==> src/rtl/clkdiv_pkg.sv <==
package clkdiv_pkg;
    localparam int NDOM  = 6;
    localparam int EXPW  = 2;
    localparam int CTLW  = 16;
    localparam int CNTW  = 3;
    localparam int MAXEXP = (1 << EXPW) - 1;

    typedef enum logic [2:0] {
        DOM_PER = 3'd0,
        DOM_LCD = 3'd1,
        DOM_CPU = 3'd2,
        DOM_DSP = 3'd3,
        DOM_TC  = 3'd4,
        DOM_MMU = 3'd5
    } dom_e;
endpackage

==> src/rtl/ckctl_sanitize.sv <==
module ckctl_sanitize
    import clkdiv_pkg::*;
#(
    parameter bit FORCE_B13 = 1'b0
) (
    input  logic [CTLW-1:0] raw,
    output logic [CTLW-1:0] clean
);
    logic [EXPW:0] per_x, lcd_x, cpu_x, dsp_x, tc_x, mmu_x;

    always_comb begin
        per_x = {1'b0, raw[1:0]};
        lcd_x = {1'b0, raw[3:2]};
        cpu_x = {1'b0, raw[5:4]};
        dsp_x = {1'b0, raw[7:6]};
        tc_x  = {1'b0, raw[9:8]};
        mmu_x = {1'b0, raw[11:10]};
        // fixed order: mmu window, tc floor, then the slow domains
        if (mmu_x < dsp_x)         mmu_x = dsp_x;
        if (mmu_x > dsp_x + 3'd1)  mmu_x = dsp_x + 3'd1;
        if (tc_x < cpu_x)          tc_x  = cpu_x;
        if (tc_x < mmu_x)          tc_x  = mmu_x;
        if (lcd_x < tc_x)          lcd_x = tc_x;
        if (per_x < tc_x)          per_x = tc_x;
        clean = {raw[15:12], mmu_x[1:0], tc_x[1:0], dsp_x[1:0],
                 cpu_x[1:0], lcd_x[1:0], per_x[1:0]};
        if (FORCE_B13) clean[13] = 1'b1;
    end
endmodule

==> src/rtl/rate_exp_calc.sv <==
module rate_exp_calc
    import clkdiv_pkg::*;
#(
    parameter int RATE_W = 32
) (
    input  logic [RATE_W-1:0] master,
    input  logic [RATE_W-1:0] target,
    output logic              reach,
    output logic [EXPW-1:0]   exp_o
);
    localparam int NSTEP = MAXEXP + 1;
    logic [NSTEP-1:0] hit;

    for (genvar e = 0; e < NSTEP; e++) begin : g_step
        assign hit[e] = (master >> e) <= target;
    end

    always_comb begin
        reach = |hit;
        exp_o = EXPW'(MAXEXP);
        for (int e = NSTEP - 1; e >= 0; e--) begin
            if (hit[e]) exp_o = EXPW'(e);
        end
    end
endmodule

==> src/rtl/domain_strobe.sv <==
module domain_strobe
    import clkdiv_pkg::*;
(
    input  logic [CNTW-1:0] cnt,
    input  logic [EXPW-1:0] exp_i,
    output logic            en
);
    logic [CNTW-1:0] mask;

    always_comb begin
        mask = (CNTW'(1) << exp_i) - CNTW'(1);
        en   = (cnt & mask) == '0;
    end
endmodule

==> src/rtl/clkdiv_bank.sv <==
module clkdiv_bank
    import clkdiv_pkg::*;
#(
    parameter int RATE_W    = 32,
    parameter bit FORCE_B13 = 1'b0
) (
    input  logic              clk,
    input  logic              rst_n,
    input  logic              wr_en,
    input  logic [15:0]       wr_data,
    input  logic              req_valid,
    input  logic              req_round,
    input  logic [2:0]        req_dom,
    input  logic [RATE_W-1:0] req_master,
    input  logic [RATE_W-1:0] req_target,
    output logic [15:0]       ctl_out,
    output logic              rsp_valid,
    output logic              rsp_err,
    output logic [1:0]        rsp_exp,
    output logic [5:0]        dom_en
);
    localparam logic [CTLW-1:0] RST_CTL = FORCE_B13 ? 16'h2000 : 16'h0000;

    typedef struct packed {
        logic [CTLW-1:0]            ctl;
        logic [CNTW-1:0]            cnt;
        logic [NDOM-1:0][EXPW-1:0]  act;
        logic                       rsp_valid;
        logic                       rsp_err;
        logic [EXPW-1:0]            rsp_exp;
    } state_t;

    state_t st_d, st_q;

    logic            reach;
    logic [EXPW-1:0] calc_exp;
    logic            dom_ok;
    logic            set_ok;
    logic [CTLW-1:0] merged;
    logic [CTLW-1:0] san_in;
    logic [CTLW-1:0] san_out;

    rate_exp_calc #(.RATE_W(RATE_W)) u_calc (
        .master (req_master),
        .target (req_target),
        .reach  (reach),
        .exp_o  (calc_exp)
    );

    ckctl_sanitize #(.FORCE_B13(FORCE_B13)) u_san (
        .raw   (san_in),
        .clean (san_out)
    );

    for (genvar i = 0; i < NDOM; i++) begin : g_dom
        domain_strobe u_stb (
            .cnt   (st_q.cnt),
            .exp_i (st_q.act[i]),
            .en    (dom_en[i])
        );
    end

    always_comb begin
        st_d   = st_q;
        dom_ok = req_dom < 3'(NDOM);
        set_ok = req_valid && !req_round && dom_ok && reach;
        merged = st_q.ctl;
        if (dom_ok) merged[{req_dom, 1'b0} +: EXPW] = calc_exp;
        san_in = wr_en ? wr_data : merged;

        if (wr_en || set_ok) st_d.ctl = san_out;

        st_d.cnt = st_q.cnt + CNTW'(1);
        if (st_q.cnt == '1) begin
            for (int i = 0; i < NDOM; i++) st_d.act[i] = st_q.ctl[2*i +: EXPW];
        end

        st_d.rsp_valid = req_valid;
        st_d.rsp_err   = req_valid && (!dom_ok || (!req_round && !reach));
        st_d.rsp_exp   = reach ? calc_exp : EXPW'(MAXEXP);
    end

    always_ff @(posedge clk) begin
        if (!rst_n) begin
            st_q.ctl       <= RST_CTL;
            st_q.cnt       <= '0;
            st_q.act       <= '0;
            st_q.rsp_valid <= 1'b0;
            st_q.rsp_err   <= 1'b0;
            st_q.rsp_exp   <= '0;
        end else begin
            st_q <= st_d;
        end
    end

    assign ctl_out   = st_q.ctl;
    assign rsp_valid = st_q.rsp_valid;
    assign rsp_err   = st_q.rsp_err;
    assign rsp_exp   = st_q.rsp_exp;

    // ordering invariants of the stored word
    assert_mmu_window_R2: assert property (@(posedge clk) disable iff (!rst_n)
        (ctl_out[11:10] >= ctl_out[7:6]) &&
        ({1'b0, ctl_out[11:10]} <= {1'b0, ctl_out[7:6]} + 3'd1));
    assert_tc_floor_R3: assert property (@(posedge clk) disable iff (!rst_n)
        (ctl_out[9:8] >= ctl_out[5:4]) && (ctl_out[9:8] >= ctl_out[11:10]));
    assert_slow_floor_R4: assert property (@(posedge clk) disable iff (!rst_n)
        (ctl_out[3:2] >= ctl_out[9:8]) && (ctl_out[1:0] >= ctl_out[9:8]));
    assert_bit13_R6: assert property (@(posedge clk) disable iff (!rst_n)
        !FORCE_B13 || ctl_out[13]);
    assert_reject_hold_R8: assert property (@(posedge clk) disable iff (!rst_n)
        (req_valid && !req_round && !reach && !wr_en) |=> ($stable(ctl_out) && rsp_err));
    assert_round_hold_R9: assert property (@(posedge clk) disable iff (!rst_n)
        (req_valid && req_round && !wr_en) |=> $stable(ctl_out));
    assert_wrap_only_R10: assert property (@(posedge clk) disable iff (!rst_n)
        (st_q.cnt != '0) |-> $stable(st_q.act));
    assert_phase_align_R10: assert property (@(posedge clk) disable iff (!rst_n)
        dom_en[DOM_LCD] |-> dom_en[DOM_TC]);
endmodule

==> config.mk <==
export PLATFORM = sky130hd
export DESIGN_NAME = clkdiv_bank
export DESIGN_NICKNAME = d
export VERILOG_FILES = /design/src/rtl/clkdiv_pkg.sv /design/src/rtl/ckctl_sanitize.sv /design/src/rtl/rate_exp_calc.sv /design/src/rtl/domain_strobe.sv /design/src/rtl/clkdiv_bank.sv
export SDC_FILE = /design/constraint.sdc
export NUM_CORES = 1
export LEC_CHECK = 0
export BUFFER_PORTS_ARGS = -buffer_cell sky130_fd_sc_hd__buf_2
export CAP_MARGIN = 5
export CORE_ASPECT_RATIO = 1.5
export CORE_MARGIN = 4
export CORE_UTILIZATION = 60
export DETAILED_ROUTE_END_ITERATION = 7
export PLACE_DENSITY = 0.95
export SETUP_SLACK_MARGIN = 0.2
export SLEW_MARGIN = 25
export SYNTH_ARGS = -nofsm -noshare
export SYNTH_HDL_FRONTEND = slang
export SYNTH_SLANG_ARGS = --single-unit
==> constraint.sdc <==
create_clock -name clk -period 17.4 [get_ports clk]
set_input_delay 0.87 -clock clk [delete_from_list [all_inputs] [get_ports clk]]
set_output_delay 0.87 -clock clk [all_outputs]
set_load 0.05 [all_outputs]
[After elaboration in Yosys (flattened, before gate mapping)]
Cells that the tools add are included.
Word-level totals
  register bits: 35
  bits in latches: 0
  bits in writable memories: 0
  ROM bits: 0
  input port bits: 88
  output and inout bits: 26
  logic and storage cells: 79
  memories: 0
Operators by class
  add/subtract/negate cells: 9
  multiply operators: 0
  div/mod/pow operators: 0
  order comparisons: 11
  equality and inequality tests: 1
  shifts and indexed selects: 8
  mux-type cells: 13
  bitwise logic cells: 6
  reduce and logical (&&, ||, !) cells: 19
Operator list (count)
  $le A29 B32 Y1: 1
  $le A30 B32 Y1: 1
  $le A31 B32 Y1: 1
  $le A32 B32 Y1: 1
  $mux W16: 2
  $and A3 B3 Y3: 6
  $logic_not A3 Y1: 6
  $shl A1 B2 Y3 const A: 6
  $sub A3 B2 Y3 const B: 6
  $bwmux W16: 1
  $shift A2 B6 Y16 const A: 1
  $shiftx A2 B6 Y16: 1
  $mux W2: 7
  $lt A2 B3 Y1: 3
  $mux W3: 2
  $neg A4 Y6: 1
  $logic_and A1 B1 Y1: 5
  $lt A2 B2 Y1: 2
  $reduce_or A4 Y1: 1
  $add A2 B1 Y3 const B: 1
  $add A3 B1 Y3 const B: 1
  $eq A3 B3 Y1 const B: 1
  $gt A2 B3 Y1: 1
  $logic_not A1 Y1: 3
  5 further kinds: 6

[Logic depth before layout (Yosys ltp)]
  word-level depth: 16
  gate-level depth with buffers: 34
  mapped depth without buffers: 33

[Hierarchy]
From an unflattened synthesis, not the netlist that was laid out.
Unflattened totals
  cells, all modules: 673
  area total of the unflattened synthesis: 5514.0 sq um
By module, submodules not included
  rate_exp_calc: times used 1, cells each 353, area each 2811.4 sq um, sequential area each 0.0 sq um
  clkdiv_bank: times used 1, cells each 242, area each 2098.3 sq um, sequential area each 700.7 sq um
  ckctl_sanitize: times used 1, cells each 60, area each 461.7 sq um, sequential area each 0.0 sq um
  domain_strobe: times used 6, cells each 3, area each 23.8 sq um, sequential area each 0.0 sq um

[Worst setup path after synthesis]
OpenSTA, ideal clock, no wires.
  path kind: input port to flip-flop
  start: in req_target[14]
  end: reg st_q (netlist bit ctl_out[3])
  library setup time: 0.121 ns
  arrival time: 5.969 ns
  required time: 17.279 ns
  path slack: 11.310 ns
  cell stages on the path: 33
  cell sequence: inv_1 ha_1 nand4_1 a2111oi_2 nor3_1 a2bb2oi_2 buf_2 nor3_1 a21oi_1 o21ai_0 inv_1 ha_1 o22ai_1 nor2_1 nand2_1 and3_1 ha_1 a21oi_1 o21ai_0 nand2_1 o21ai_0 ha_1 nor2_1 nand2_1 o21ai_0 a31oi_4 o211ai_2 ha_1 nor2_1 a31o_2 a41oi_1 or2_1 a31oi_1
Between the ends
  word-level cells in the longest chain between the ends: 16
  elaborated cells on any way between the ends: 25
RTL lines
  from (decl): line clkdiv_bank.sv:15  | input logic [RATE_W-1:0] req_target,
  $le A30 B32 Y1: line rate_exp_calc.sv:15  | assign hit[e] = (master >> e) <= target;
  $mux W1: line rate_exp_calc.sv:22  | if (hit[e]) exp_o = EXPW'(e);
  $mux W2: line rate_exp_calc.sv:22
  $mux W2 (*): line rate_exp_calc.sv:22
  $shiftx A2 B6 Y16 (*): line clkdiv_bank.sv:68  | if (dom_ok) merged[{req_dom, 1'b0} +: EXPW] = calc_exp;
  $bwmux W16 (*): line clkdiv_bank.sv:68
  $mux W16 (*): line clkdiv_bank.sv:68
  $mux W16 (*): line clkdiv_bank.sv:69  | san_in = wr_en ? wr_data : merged;
  via san_in[7]: line clkdiv_bank.sv:40  | logic [CTLW-1:0] san_in;
  $lt A2 B2 Y1: line ckctl_sanitize.sv:19  | if (mmu_x < dsp_x) mmu_x = dsp_x;
  $mux W2: line ckctl_sanitize.sv:19
  $gt A2 B3 Y1: line ckctl_sanitize.sv:20  | if (mmu_x > dsp_x + 3'd1) mmu_x = dsp_x + 3'd1;
  $mux W3 (*): line ckctl_sanitize.sv:20
  $lt A2 B3 Y1: line ckctl_sanitize.sv:22  | if (tc_x < mmu_x) tc_x = mmu_x;
  $mux W3 (*): line ckctl_sanitize.sv:22
  $lt A2 B3 Y1: line ckctl_sanitize.sv:23  | if (lcd_x < tc_x) lcd_x = tc_x;
  $mux W2 (*): line ckctl_sanitize.sv:23
  to (signal assigned): line clkdiv_bank.sv:92  | st_q <= st_d;
  to (decl): line clkdiv_bank.sv:33  | state_t st_d, st_q;
The timed path passes the listed nets; every way through them passes the cells marked *. The select of a mux whose other input is x is not followed.
A chain may end at the register's enable or synchronous reset.

[Worst setup path after layout]
  start: in req_target[7]
  end: reg st_q (netlist bit ctl_out[1])
Between the ends
  word-level cells in the longest chain between the ends: 16
  elaborated cells on any way between the ends: 25
RTL lines
  $le A30 B32 Y1: line rate_exp_calc.sv:15
  $mux W1: line rate_exp_calc.sv:22
  $mux W2: line rate_exp_calc.sv:22
  $mux W2 (*): line rate_exp_calc.sv:22
  $shiftx A2 B6 Y16 (*): line clkdiv_bank.sv:68
  $bwmux W16 (*): line clkdiv_bank.sv:68
  $mux W16 (*): line clkdiv_bank.sv:68
  $mux W16 (*): line clkdiv_bank.sv:69
  via san_in[7]: line clkdiv_bank.sv:40
  $lt A2 B2 Y1: line ckctl_sanitize.sv:19
  $mux W2: line ckctl_sanitize.sv:19
  $gt A2 B3 Y1: line ckctl_sanitize.sv:20
  $mux W3 (*): line ckctl_sanitize.sv:20
  $lt A2 B3 Y1: line ckctl_sanitize.sv:22
  $mux W3 (*): line ckctl_sanitize.sv:22
  $lt A2 B3 Y1: line ckctl_sanitize.sv:24  | if (per_x < tc_x) per_x = tc_x;
  $mux W2 (*): line ckctl_sanitize.sv:24
Marks and branches as above.

==> flow_summary.toml <==
[setup_path]
worstSetupStartpointType = "input port"
worstSetupPathType = "input port to register"
max_stage_delay_ps = 540
cp.required_ps = 17530
startpoint = "req_target[7]"
arrival_ps = 7030
path_max_fanout = 13
r2r_cells = 24
critPathSlowestCell = "a2bb2oi_2"
path_common_cell = "ha_1"
cp-end-kind = "register"
r2r_start = "ctl_out[7]$_SDFFE_PN0N_"

[route]
dr.pass1.iters = 5
wirelength_um = 15300
drc = 0
drtIter0Drc = 225
wl_per_cell_um = 18.0
vias_per_cell = 6.41
antenna_left = 0
num_vias = 5459

[clock_network]
clock-sinks = 35
clkTransAtPathRegs_ps = 60
insertion_delay_ps = 280
cts_buffers = 5
h-tree-depth = 2
post_cts.repair.setup_buffers = 0
cts_tree = "built"
cts_resized = 0
postCtsHoldBufs = 0
root_buffer = "clkbuf_16"
cts_max_path_buffers = 2

[synthesis]
synth-async-reset-ratio = 0
syn_area_per_cell_um2 = 8.02
synth_area_leaders = "ha_1 33%, dfxtp_1 14%, a21oi_1 5.5%"
ys_ff_latch = 35
synth_top_area_cell = "ha_1"
synth_top_area_share = 0.331
synth_edf_count = 0
synthFlopType = "dfxtp_1"
synthTopCellsByCount = "136 x ha_1, 59 x nand2_1, 56 x a21oi_1"
ys_seq_area_frac = 0.136
syn_inst = 641
synth_nets = 865
synth_area_mm2 = 0.00514
synth_most_common_cell = "ha_1"
yosysWarningCount = 0
yosysUniqueCellTypes = 66

[floorplanning]
io_pins = 114
die_h_um = 121
die_area_mm2 = 0.0101
die_width_um = 83.6
row_count = 41
core_mm2 = 0.00836
start_util = 0.615

[timing]
fin_crit_ps = 6890
fin_crit_sh = 0.396
fmax_mhz = 145
worstMarginPinSlew_ps = 766
finalSetupViolCount = 0
hold_viol_final = 0
fin_skew_ps = 3.90
relSlewSlack = 0.489
rsz0062_at_grt = "false"
tns_ps = 0
maxSlewViolCount = 0

[power]
ir_drop_mv = 0.119
p_per_area_mw_per_mm2 = 67.6
total_power_uw = 397
p_leak_uw = 0.00295

[placed_design]
placed_area_mm2 = 0.00573
place_inst = 843
numPortBuffers = 113
dpl.hpwl_um = 12700
gp_congestion = 0.970

[cells_and_area]
area_growth_pct = 14.3
drive_above_1_share = 0.188
multi_input_area_mm2 = 0.00414
finish.instance_area_mm2 = 0.00587
regArea_um2 = 701
nets = 967
fin_cells = 851
n_fill_cell = 652
antenna_cells = 0

[global_routing]
antenna_found_initial = 0
grtUsageTotal = 0.299
grt_pass1_vias = 5497
grt_pass1_wl_um = 25200
grt_max_degree = 25
gr-total-overflow = 0

[flow_run]
cap_violations = 0

[hold_path]
hold_path.startpoint = "ctl_out[12]$_SDFFE_PN0P_"
hold_class = "register to register"
whs_path_depth = 2

[status]
status = "completed"
-- state kept, by name (all words and copies together) (netlist names) --
name,cells
rsp_valid,1
rsp_exp,2
rsp_err,1
ctl_out,16
st_q,15
-- worst max-delay path: cells and delay by family --
family | cells | cell delay, ps
compound gates | 16 | 3170
fa+ha+maj | 5 | 1400
simple gates | 9 | 1250
buf+inv | 3 | 340
-- layer usage --
layer	track usage	wire length (µm)
met5	0	0
met4	0.159	892
met3	0.0394	981
met2	0.563	7850
met1	0.318	5560
-- where the power goes --
part	switching (µW)	leakage (µW)	internal, µW
clock	35.3	0.0000669	52.8
sequential	10.6	0.000287	87.7
combinational	131	0.00260	79.9
-- path summary, 6_finish.rpt --
kind | endpoint | slack, ps
setup reg to reg | ctl_out[1]$_SDFFE_PN0N_ | 12490
hold / removal | ctl_out[12]$_SDFFE_PN0P_ | 480
hold reg to reg | ctl_out[12]$_SDFFE_PN0P_ | 480
setup / recovery | ctl_out[1]$_SDFFE_PN0N_ | 10510
-- final cells by class --
class | count | share of cell area
well taps | 107 | 0.0228
clock buffers | 6 | 0.0219
multi-input cells | 536 | 0.704
repair buffers | 113 | 0.0963
clock inverters | 2 | 0.00213
inverters | 52 | 0.0332
flip-flops and latches | 35 | 0.119
-- metrics by stage --
stage | setup WS (ps) | utilization | hold WS, ps
floorplan | 11310 | - | 461
global placement | 10760 | 0.686 | 476
detailed placement | 10330 | 0.686 | 483
CTS | 10640 | 0.703 | 491
global route | 9850 | 0.703 | 526
finish | 10510 | 0.703 | 483
-- cell usage in the layout (no fill, tap or decap), types with 3 or more instances in the layout --
master     instances
o31ai_1            3
a22oi_1            6
buf_2            113
nand4b_1           3
nor2_1            40
dfxtp_1           35
o211ai_1           7
o21ai_0           32
nand2_1           59
o21a_1             7
nand3_1           14
and2_1             8
a21o_1            24
nand4_1           29
inv_1             51
nor4_1             7
ha_1             136
a31oi_1            4
or2_1              3
clkbuf_16          5
a21oi_1           56
a211oi_1           7
mux2i_1           16
nor3_1            16
nor2b_1            8
-- cell families after synthesis --
group / count (synthesis) / synth area share
AOI/OAI and AO/OA: 181 / 0.241
DFF: 35 / 0.136
muxes: 16 / 0.0312
buffers and inverters: 70 / 0.0587
and+or+nand+nor: 202 / 0.201
adders and majority gates: 136 / 0.331
xor gates and xnor gates: 1 / 0.00170
Note: power is estimated with default switching activity, not from simulation.
